===== config.mk =====
export PLATFORM = sky130hd
export DESIGN_NAME = drv_imp_cal
export DESIGN_NICKNAME = d
export VERILOG_FILES = /design/src/rtl/drv_imp_pkg.sv /design/src/rtl/imp_eval_timer.sv /design/src/rtl/imp_code_stepper.sv /design/src/rtl/imp_apply_gate.sv /design/src/rtl/imp_settle_tracker.sv /design/src/rtl/drv_imp_cal.sv
export SDC_FILE = /design/constraint.sdc
export NUM_CORES = 1
export LEC_CHECK = 0
export ABC_AREA = 1
export BUFFER_PORTS_ARGS = -buffer_cell sky130_fd_sc_hd__buf_2
export CAP_MARGIN = 10
export CORE_UTILIZATION = 53
export DETAILED_ROUTE_END_ITERATION = 8
export PLACE_DENSITY = 0.73
export SETUP_SLACK_MARGIN = 0.05
export SLEW_MARGIN = 20
export SYNTH_ARGS = -nofsm -noshare
export SYNTH_HDL_FRONTEND = slang
export SYNTH_SLANG_ARGS = --single-unit
export TNS_END_PERCENT = 50

===== constraint.sdc =====
create_clock -name clk -period 1.4 [get_ports clk]
set_input_delay 0.21 -clock clk [delete_from_list [all_inputs] [get_ports clk]]
set_output_delay 0.21 -clock clk [all_outputs]
set_load 0.1 [all_outputs]

===== src/rtl/drv_imp_pkg.sv =====
// Shared definitions for the driver impedance calibration sequencer.
// Assumes a two-bit comparator result; both non-directional codes mean "equal".
package drv_imp_pkg;
    typedef enum logic [1:0] {
        CMP_EQUAL  = 2'b00,
        CMP_UP     = 2'b01,
        CMP_DOWN   = 2'b10,
        CMP_EQUAL2 = 2'b11
    } cmp_e;
endpackage


===== src/rtl/imp_eval_timer.sv =====
// Evaluation interval timer: raises tick_o for one cycle out of every PERIOD,
// the first time in the cycle before the PERIOD-th edge after reset.
// Assumes PERIOD >= 2.
module imp_eval_timer #(
    parameter int PERIOD = 64
) (
    input  logic clk,
    input  logic rst_n,
    output logic tick_o
);
    localparam int  CNT_W  = $clog2(PERIOD);
    localparam bit  IS_POW2 = (PERIOD == (1 << CNT_W));
    localparam logic [CNT_W-1:0] LAST = CNT_W'(PERIOD - 1);

    logic [CNT_W-1:0] cnt_q;

    generate
        if (IS_POW2) begin : g_pow2
            // Free-running wrap counter when the period is a power of two
            always_ff @(posedge clk) begin
                if (!rst_n) cnt_q <= '0;
                else        cnt_q <= cnt_q + CNT_W'(1);
            end
        end else begin : g_cmp
            // Compare-and-clear counter for any other period
            always_ff @(posedge clk) begin
                if (!rst_n)             cnt_q <= '0;
                else if (cnt_q == LAST) cnt_q <= '0;
                else                    cnt_q <= cnt_q + CNT_W'(1);
            end
        end
    endgenerate

    assign tick_o = (cnt_q == LAST);
endmodule


===== src/rtl/imp_code_stepper.sv =====
// Target code stepper: on each tick moves the target one step in the direction
// the comparator asks for, saturating at both ends.
// Assumes cmp_i is stable around the tick cycle.
module imp_code_stepper
    import drv_imp_pkg::*;
#(
    parameter int CODE_W     = 5,
    parameter int RESET_CODE = 16
) (
    input  logic              clk,
    input  logic              rst_n,
    input  logic              tick_i,
    input  logic [1:0]        cmp_i,
    output logic [CODE_W-1:0] code_o
);
    localparam logic [CODE_W-1:0] MAX_CODE = {CODE_W{1'b1}};
    localparam logic [CODE_W-1:0] MIN_CODE = '0;

    logic [CODE_W-1:0] code_q;
    cmp_e              cmp;

    assign cmp = cmp_e'(cmp_i);

    // Saturating one-step update of the target, once per evaluation tick
    always_ff @(posedge clk) begin
        if (!rst_n) begin
            code_q <= CODE_W'(RESET_CODE);
        end else if (tick_i) begin
            case (cmp)
                CMP_UP:   if (code_q != MAX_CODE) code_q <= code_q + CODE_W'(1);
                CMP_DOWN: if (code_q != MIN_CODE) code_q <= code_q - CODE_W'(1);
                default:  code_q <= code_q;
            endcase
        end
    end

    assign code_o = code_q;
endmodule


===== src/rtl/imp_apply_gate.sv =====
// Apply gate: copies the pending target to the driver code only in cycles where
// the pins are high impedance; otherwise the driver code is held.
// Assumes hiz_i is synchronous to clk.
module imp_apply_gate #(
    parameter int CODE_W     = 5,
    parameter int RESET_CODE = 16
) (
    input  logic              clk,
    input  logic              rst_n,
    input  logic              hiz_i,
    input  logic [CODE_W-1:0] tgt_i,
    output logic [CODE_W-1:0] code_o
);
    logic [CODE_W-1:0] code_q;

    // Load the driver code during a high-Z window only
    always_ff @(posedge clk) begin
        if (!rst_n)     code_q <= CODE_W'(RESET_CODE);
        else if (hiz_i) code_q <= tgt_i;
    end

    assign code_o = code_q;
endmodule


===== src/rtl/imp_settle_tracker.sv =====
// Settle tracker: counts SETTLE clocks after reset, then raises ready on the next
// driving-to-high-Z transition and keeps it until reset.
// Assumes the pins are high-Z during reset (previous-state flop resets high).
module imp_settle_tracker #(
    parameter int SETTLE = 2080
) (
    input  logic clk,
    input  logic rst_n,
    input  logic hiz_i,
    output logic ready_o
);
    localparam int CNT_W = $clog2(SETTLE + 1);
    localparam logic [CNT_W-1:0] DONE_VAL = CNT_W'(SETTLE);

    logic [CNT_W-1:0] cnt_q;
    logic             hiz_q;
    logic             ready_q;
    logic             done;
    logic             hiz_rise;

    assign done     = (cnt_q == DONE_VAL);
    assign hiz_rise = hiz_i && !hiz_q;

    // Saturating settle counter
    always_ff @(posedge clk) begin
        if (!rst_n)     cnt_q <= '0;
        else if (!done) cnt_q <= cnt_q + CNT_W'(1);
    end

    // Previous high-Z state for transition detection
    always_ff @(posedge clk) begin
        if (!rst_n) hiz_q <= 1'b1;
        else        hiz_q <= hiz_i;
    end

    // Sticky ready flag
    always_ff @(posedge clk) begin
        if (!rst_n)                ready_q <= 1'b0;
        else if (done && hiz_rise) ready_q <= 1'b1;
    end

    assign ready_o = ready_q;
endmodule


===== src/rtl/drv_imp_cal.sv =====
// Driver impedance calibration sequencer top: interval timer, target stepper,
// high-Z apply gate and settle tracker.
// Assumes cmp_i and hiz_i are synchronous to clk.
module drv_imp_cal #(
    parameter int CODE_W        = 5,
    parameter int EVAL_PERIOD   = 64,
    parameter int SETTLE_CYCLES = 2080,
    parameter int RESET_CODE    = 16
) (
    input  logic              clk,
    input  logic              rst_n,
    input  logic [1:0]        cmp_i,
    input  logic              hiz_i,
    output logic [CODE_W-1:0] drv_code_o,
    output logic              cal_ready_o
);
    logic              eval_tick;
    logic [CODE_W-1:0] tgt_code;

    imp_eval_timer #(.PERIOD(EVAL_PERIOD)) u_timer (
        .clk    (clk),
        .rst_n  (rst_n),
        .tick_o (eval_tick)
    );

    imp_code_stepper #(.CODE_W(CODE_W), .RESET_CODE(RESET_CODE)) u_stepper (
        .clk    (clk),
        .rst_n  (rst_n),
        .tick_i (eval_tick),
        .cmp_i  (cmp_i),
        .code_o (tgt_code)
    );

    imp_apply_gate #(.CODE_W(CODE_W), .RESET_CODE(RESET_CODE)) u_gate (
        .clk    (clk),
        .rst_n  (rst_n),
        .hiz_i  (hiz_i),
        .tgt_i  (tgt_code),
        .code_o (drv_code_o)
    );

    imp_settle_tracker #(.SETTLE(SETTLE_CYCLES)) u_settle (
        .clk     (clk),
        .rst_n   (rst_n),
        .hiz_i   (hiz_i),
        .ready_o (cal_ready_o)
    );
endmodule


=== Word level (Yosys, flattened, before mapping) ===
Cells that the tools add are included.

* Memory bits (writable): 0
* ROM bits: 0
* Bits of input ports: 5
* Flip-flop bits (word level): 30
* Output and inout bits: 6
* Bits in latches: 0
* Memories: 0
* Logic and storage cells: 26

* Equality and inequality tests: 7
* Mux-type cells: 3
* Shift-type cells: 0
* Order comparisons: 0
* Div/mod/pow operators: 0
* Bitwise gates (word level): 0
* Multiply operators: 0
* Add/sub/neg operators: 4
* Reductions and logical operators: 6

{| class="wikitable"
|+ Operators with widths
! operator !! count
|-
| $add 12x1->12 const B || 1
|-
| $eq 12x12->1 const B || 1
|-
| $mux 5 || 2
|-
| $pmux 5 s2 || 1
|-
| $add 6x1->6 const B || 1
|-
| $eq 6x6->1 const B || 1
|-
| $add 5x1->5 const B || 1
|-
| $ne 5x5->1 const B || 1
|-
| $reduce_bool 5->1 || 1
|-
| $sub 5x1->5 const B || 1
|-
| $ne 2x1->1 const B || 2
|-
| $reduce_and 4->1 || 1
|-
| $eq 2x1->1 const B || 1
|-
| $eq 2x2->1 const B || 1
|-
| $logic_and 1x1->1 || 2
|-
| $reduce_bool 2->1 || 1
|-
| $logic_not 1->1 || 1
|}

=== Depth between registers and ports, before layout ===
* Depth in word-level cells: 3
* Mapped depth: 13
* Gate-level depth less buffers: 12

=== Modules after synthesis ===
From an unflattened synthesis, not the netlist that was laid out.

* Cell total of the unflattened synthesis: 246
* Area, all modules: 1625.3 um^2

{| class="wikitable"
|+ By module, submodules not included
! module !! area an instance (um^2) !! seq. area each (um^2) !! times used !! cells an instance
|-
| imp_settle_tracker || 732.0 || 280.3 || 1 || 108
|-
| imp_code_stepper || 434.2 || 100.1 || 1 || 74
|-
| imp_eval_timer || 246.5 || 120.1 || 1 || 34
|-
| imp_apply_gate || 212.7 || 100.1 || 1 || 30
|}

=== Least setup slack after synthesis ===
Ideal clock, no wire load.

* Path type: input -> register
* Start point: in cmp_i[0]
* End point: reg u_stepper.code_q[4], in the netlist u_stepper.code_o[4]
* Data required time: 1.283 ns
* Library setup time: 0.117 ns
* Cell stages on the path: 11
* Slack: -0.047 ns
* Arrival: 1.331 ns
* Path through: inv_1 ha_1 buf_6 nor2_1 nor2_2 ha_1 a21o_1 nand3_1 nand3_1 nand3_1 nand2_1

* Cells in the longest elaborated chain, start to end: 3
* Elaborated cells on any way between the ends: 7
* Those cells by class: eq/ne: 4; mux: 1; reduce/logical: 2

{| class="wikitable"
|+ Ends and longest elaborated chain
! element !! RTL line !! text
|-
| start, declared || drv_imp_cal.sv:12 || <nowiki>input logic [1:0] cmp_i,</nowiki>
|-
| $eq 2x2->1 or $eq 2x1->1 (tied branches) || imp_code_stepper.sv:29 || <nowiki>case (cmp)</nowiki>
|-
| $ne 2x1->1 (no line) or $reduce_bool 2->1 (tied branches) || n/a ||
|-
| $reduce_and 4->1 (no line) || n/a ||
|-
| end signal, assigned || imp_code_stepper.sv:30 || <nowiki>CMP_UP: if (code_q != MAX_CODE) code_q <= code_q + CODE_W'(1);</nowiki>
|-
| end signal, assigned || imp_code_stepper.sv:31 || <nowiki>CMP_DOWN: if (code_q != MIN_CODE) code_q <= code_q - CODE_W'(1);</nowiki>
|-
| end signal, assigned || imp_code_stepper.sv:32 || <nowiki>default: code_q <= code_q;</nowiki>
|-
| end, declared || imp_code_stepper.sv:19 || <nowiki>logic [CODE_W-1:0] code_q;</nowiki>
|}

Parallel ways exist; a longest one is shown, timed or not.
A chain may end at the register's enable or synchronous reset.

=== Worst setup path after layout ===
* Start point: reg u_stepper.code_q[1], in the netlist u_stepper.code_o[1]
* End point: reg u_stepper.code_q[4], in the netlist u_stepper.code_o[4]

* Cells in the longest elaborated chain, start to end: 3
* Elaborated cells on any way between the ends: 10
* Those cells by class: add/sub: 2; eq/ne: 3; mux: 3; reduce/logical: 2

{| class="wikitable"
|+ Ends and longest elaborated chain
! element !! RTL line !! text
|-
| start signal, assigned || imp_code_stepper.sv:27 || <nowiki>code_q <= CODE_W'(RESET_CODE);</nowiki>
|-
| start signal, assigned || imp_code_stepper.sv:30 ||
|-
| start signal, assigned || imp_code_stepper.sv:31 ||
|-
| $sub 5x1->5, or another cell as far along || imp_code_stepper.sv:31 ||
|-
| $mux 5, or another cell as far along || imp_code_stepper.sv:31 ||
|-
| $pmux 5 s2 or $reduce_and 4->1 (tied branches) || n/a ||
|}

Parallel ways exist; a longest one is shown, timed or not. The select of a mux whose other input is x is not followed.

==> results.md <==
| Stage | Parameter | Value |
|---|---|---|
| status | Status | finished clean |
| pwr | Leakage power of the design | 0.752 nW |
| placed design | Half-perimeter wire length after detailed placement | 2100 um |
| synthesis | Area contributors post-synth | dfxtp_1 (40%), nand2_1 (8.0%), inv_1 (7.7%) |
| worst setup path | Worst flop-to-flop path startpoint | u_stepper.code_o[1] |
| clock network | Clock tree sinks | 30 |
| clock network | CTS HTree Levels | 2 |
| pwr | Power density over the cells | 907 mW/mm^2 |
| worst setup path | Critical path peak fanout | 4 |
| min path | Hold crit path type | input port to register |
| die | Site row count | 18 |
| worst setup path | Endpoint required time on the critical path | 1.62 ns |
| clock network | Clock latency of the later-clocked register in the worst-skew pair | 0.32 ns |
| clock network | Clock tree from TritonCTS | yes |
| layout | Final std cells w/o fill | 260 |
| die | Vert. Die Dim | 55.3 um |
| worst setup path | Critical Path Max Stage Delay | 0.37 ns |
| die | Die footprint | 0.00306 mm^2 |
| clock network | Number of buffers inserted for hold repair after clock tree synthesis | 0 |
| synthesis | Average footprint of a synthesized cell | 7.25 um^2 |
| synthesis | Compound-Gate Fraction of Synth Area | 12.0% |
| clock network | TritonCTS buffer count | 5 |
| worst setup path | Element type at the critical path end | register |
| synthesis | XOR/XNOR share of the synthesized area | 2.32% |
| timing | RSZ-0062 raised after global routing | yes |
| worst setup path | Critical Path Start Type | register |
| global routing | Antenna violations before repair | 0 |
| die | Ports placed on the boundary | 11 |
| synthesis | Flip-flop and latch count after synthesis | 30 |
| timing | Relative slew slack | 68.0% |
| synthesis | Share of cell area taken by muxes after synthesis | 0% |
| timing | Final worst path period need | 1.32 ns |
| routing | Drt drc | 0 |
| global routing | Global-route congestion overflow total | 0 |
| layout | Post-route cell area | 0.00178 mm^2 |
| worst setup path | Cell chain of the critical path | nor2_2, nor2_4, ha_2, a21o_1, nand3_2, nand3_1, nand3_1, nand2_1 |
| worst setup path | Worst path arrival time | 1.54 ns |
| worst setup path | Launching element of the worst setup path | u_stepper.code_o[1] |
| timing | Actual transition at the worst max-transition pin | 0.483 ns |
| synthesis | Cell area after technology mapping | 0.00151 mm^2 |
| layout | Area overhead of the layout relative to synthesis | 17.9% |
| worst setup path | Critical Setup Path Class | register to register |
| clock network | CTS clk-pin slew, worst paths | 0.10 ns |
| layout | Leading cell types in the layout, fill and taps excluded | nand2_1 (30), nor2_1 (29), inv_1 (26), dfxtp_1 (26), a21oi_1 (16) |
| layout | Most common library cell in the layout ignoring fill and taps | nand2_1 |
| routing | Average wire length per cell after detail routing | 11.4 um |
| synthesis | Synth Area in Simple Gates | 30.7% |
| synthesis | Total nets after synthesis | 220 |
| placed design | Routability congestion estimate from global placement | 0.859 |
| layout | Total Nets Final | 241 |
| timing | Fmax | 0.755 GHz |
| timing | Post-route fraction of the period consumed by the critical path | 94.6% |
| layout | Share of post-route cells with drive strength above 1 | 24.8% |
| synthesis | Largest family of logic cells by synthesized area | simple AND/OR/NAND/NOR gates |
| synthesis | Distinct cell type count after synthesis | 25 |
| clock network | Worst-case clock buffer depth | 2 |
| placed design | # port buffers | 10 |
| global routing | Largest net degree at the start of global routing | 19 |
| worst setup path | Most common cell on crit path | nand3_1 |
| global routing | Vias in the first global route | 1315 |
| global routing | Aggregate global-route resource usage | 21.0% |
| timing | Total count of hold-check failures in the final report | 0 |
| timing | Post-route worst hold slack | 0.122 ns |
| timing | Clock skew | 0.00992 ns |
| worst setup path | Slowest stage cell on the critical path | dfxtp_4 |
| routing | Routed vias/inst | 5.13 |
| placed design | Placed cell count | 248 |
| synthesis | Post-synth top area share | 39.8% |
| global routing | Global-route wire length before repair | 5160 um |
| die | Die boundary width | 55.3 um |
| synthesis | Library cell occupying the most area in the post-synthesis netlist | dfxtp_1 |
| routing | Via count | 1333 |
| routing | First-pass iteration count of the detailed router | 4 |
| routing | Routed Wire Length | 2970 um |
| die | Initial Util | 58.2% |
| synthesis | Fraction of the yosys area taken by sequential cells | 39.8% |
| routing | Iter 0 DRT Violations | 44 |
| synthesis | Gate count after technology mapping | 208 |
| timing | Pins over their slew limit | 0 |
| clock network | Clock root buffer | clkbuf_4 |
| synthesis | Adder and majority gate portion of the synthesized area | 5.81% |
| pwr | IR Drop Worst-Case VDD | 0.856 mV |
| routing | Antenna-violating nets left | 0 |
| synthesis | Yosys synthesis warning count | 0 |
| timing | Setup Viol. Count Final | 0 |
| min path | Start point of the worst min-delay path | hiz_i |
| run | Total of max-cap violations | 0 |
| layout | Antenna diodes | 0 |
| die | Placeable core region | 0.00259 mm^2 |
| pwr | Overall power | 1.61 mW |
| placed design | Instance area after placement | 0.00162 mm^2 |
area by class of cell:
type / instances / area (um^2)
clock buffer: 6 / 51.3
clock inverter: 2 / 12.5
fill: 219 / 812
inverter: 31 / 119
multi-input combinational: 143 / 831
sequential: 30 / 613
tap: 30 / 37.5
timing repair buffer: 18 / 114
final timing paths:
path / to / cells after the start / slack [ns]
max reg2reg: u_stepper.code_o[4] / 8 / 0.08
max: u_stepper.code_o[4] / 8 / 0.08
min reg2reg: u_timer.cnt_q[0] / 1 / 0.42
min: u_gate.code_o[0] / 2 / 0.12
worst max-delay path, delay by kind of cell (launching register included):
kind	cells	cell delay [ns]
and+or+nand+nor	6	0.52
DFF	1	0.37
AOI/OAI and AO/OA	1	0.18
adders and majority gates	1	0.16
sequential cells by signal, indices dropped and copies added, names as in the netlist:
| register | flops |
|---|---|
| u_gate.code_o | 5 |
| u_timer.cnt_q | 6 |
| u_settle.hiz_q | 1 |
| u_stepper.code_o | 5 |
| u_settle.ready_o | 1 |
| u_settle.cnt_q | 12 |
cells by family after synthesis:
group | after synthesis
adder cells (fa/ha/maj) | 7
flip-flops | 30
buffers and inverters | 35
XOR/XNOR | 4
AO/OA/AOI/OAI | 35
AND/OR/NAND/NOR | 97
cells in the mapped netlist:
cell type	n
a21oi_1	16
clkbuf_1	1
nor2_2	4
nor2_1	30
or2_0	1
a21o_1	1
nand4_2	1
buf_6	1
nand3_2	2
nor2_4	3
o21bai_1	1
nor3_1	3
nand4_1	2
xor2_1	2
nor3_2	1
nor4_1	1
xnor2_1	2
dfxtp_1	30
nand3_1	14
inv_1	31
o21ai_0	17
buf_2	2
ha_1	7
nand2_1	32
nand2_2	3
stage by stage:
stage	TNS (ns)	util (%)	setup slack, ns
after global placement	-0.0290	62.5	-0.0179
after floorplan	0	-	0.0576
final	0	68.6	0.0753
after detailed placement	-0.166	62.5	-0.0917
after global routing	-0.0208	68.6	-0.0117
after CTS	0	65.0	0.0165
layer usage:
metal  share of wire, %  wire (um)  vias to the layer above  global-route usage (%)
met4               0.91         27                        0                    8.21
met1                 48       1430                      606                    24.3
met2                 47       1410                       22                    35.5
met5                  0          0                        -                       0
li1                   -          -                      701                       -
met3                3.3         99                        4                    7.03
power by group:
part           switching, mW  leakage (nW)  internal (mW)
registers             0.0171         0.246          0.874
clock network          0.301        0.0343          0.241
logic                  0.123         0.471         0.0555
what timing repair did:
| item | in CTS | in global routing |
|---|---|---|
| gates resized for setup | 1 | 23 |
| pin swaps | 0 | 8 |
| endpoints found under the setup margin | 3 | 12 |
| setup buffers | 0 | 4 |
(Power assumes the default switching activity.)
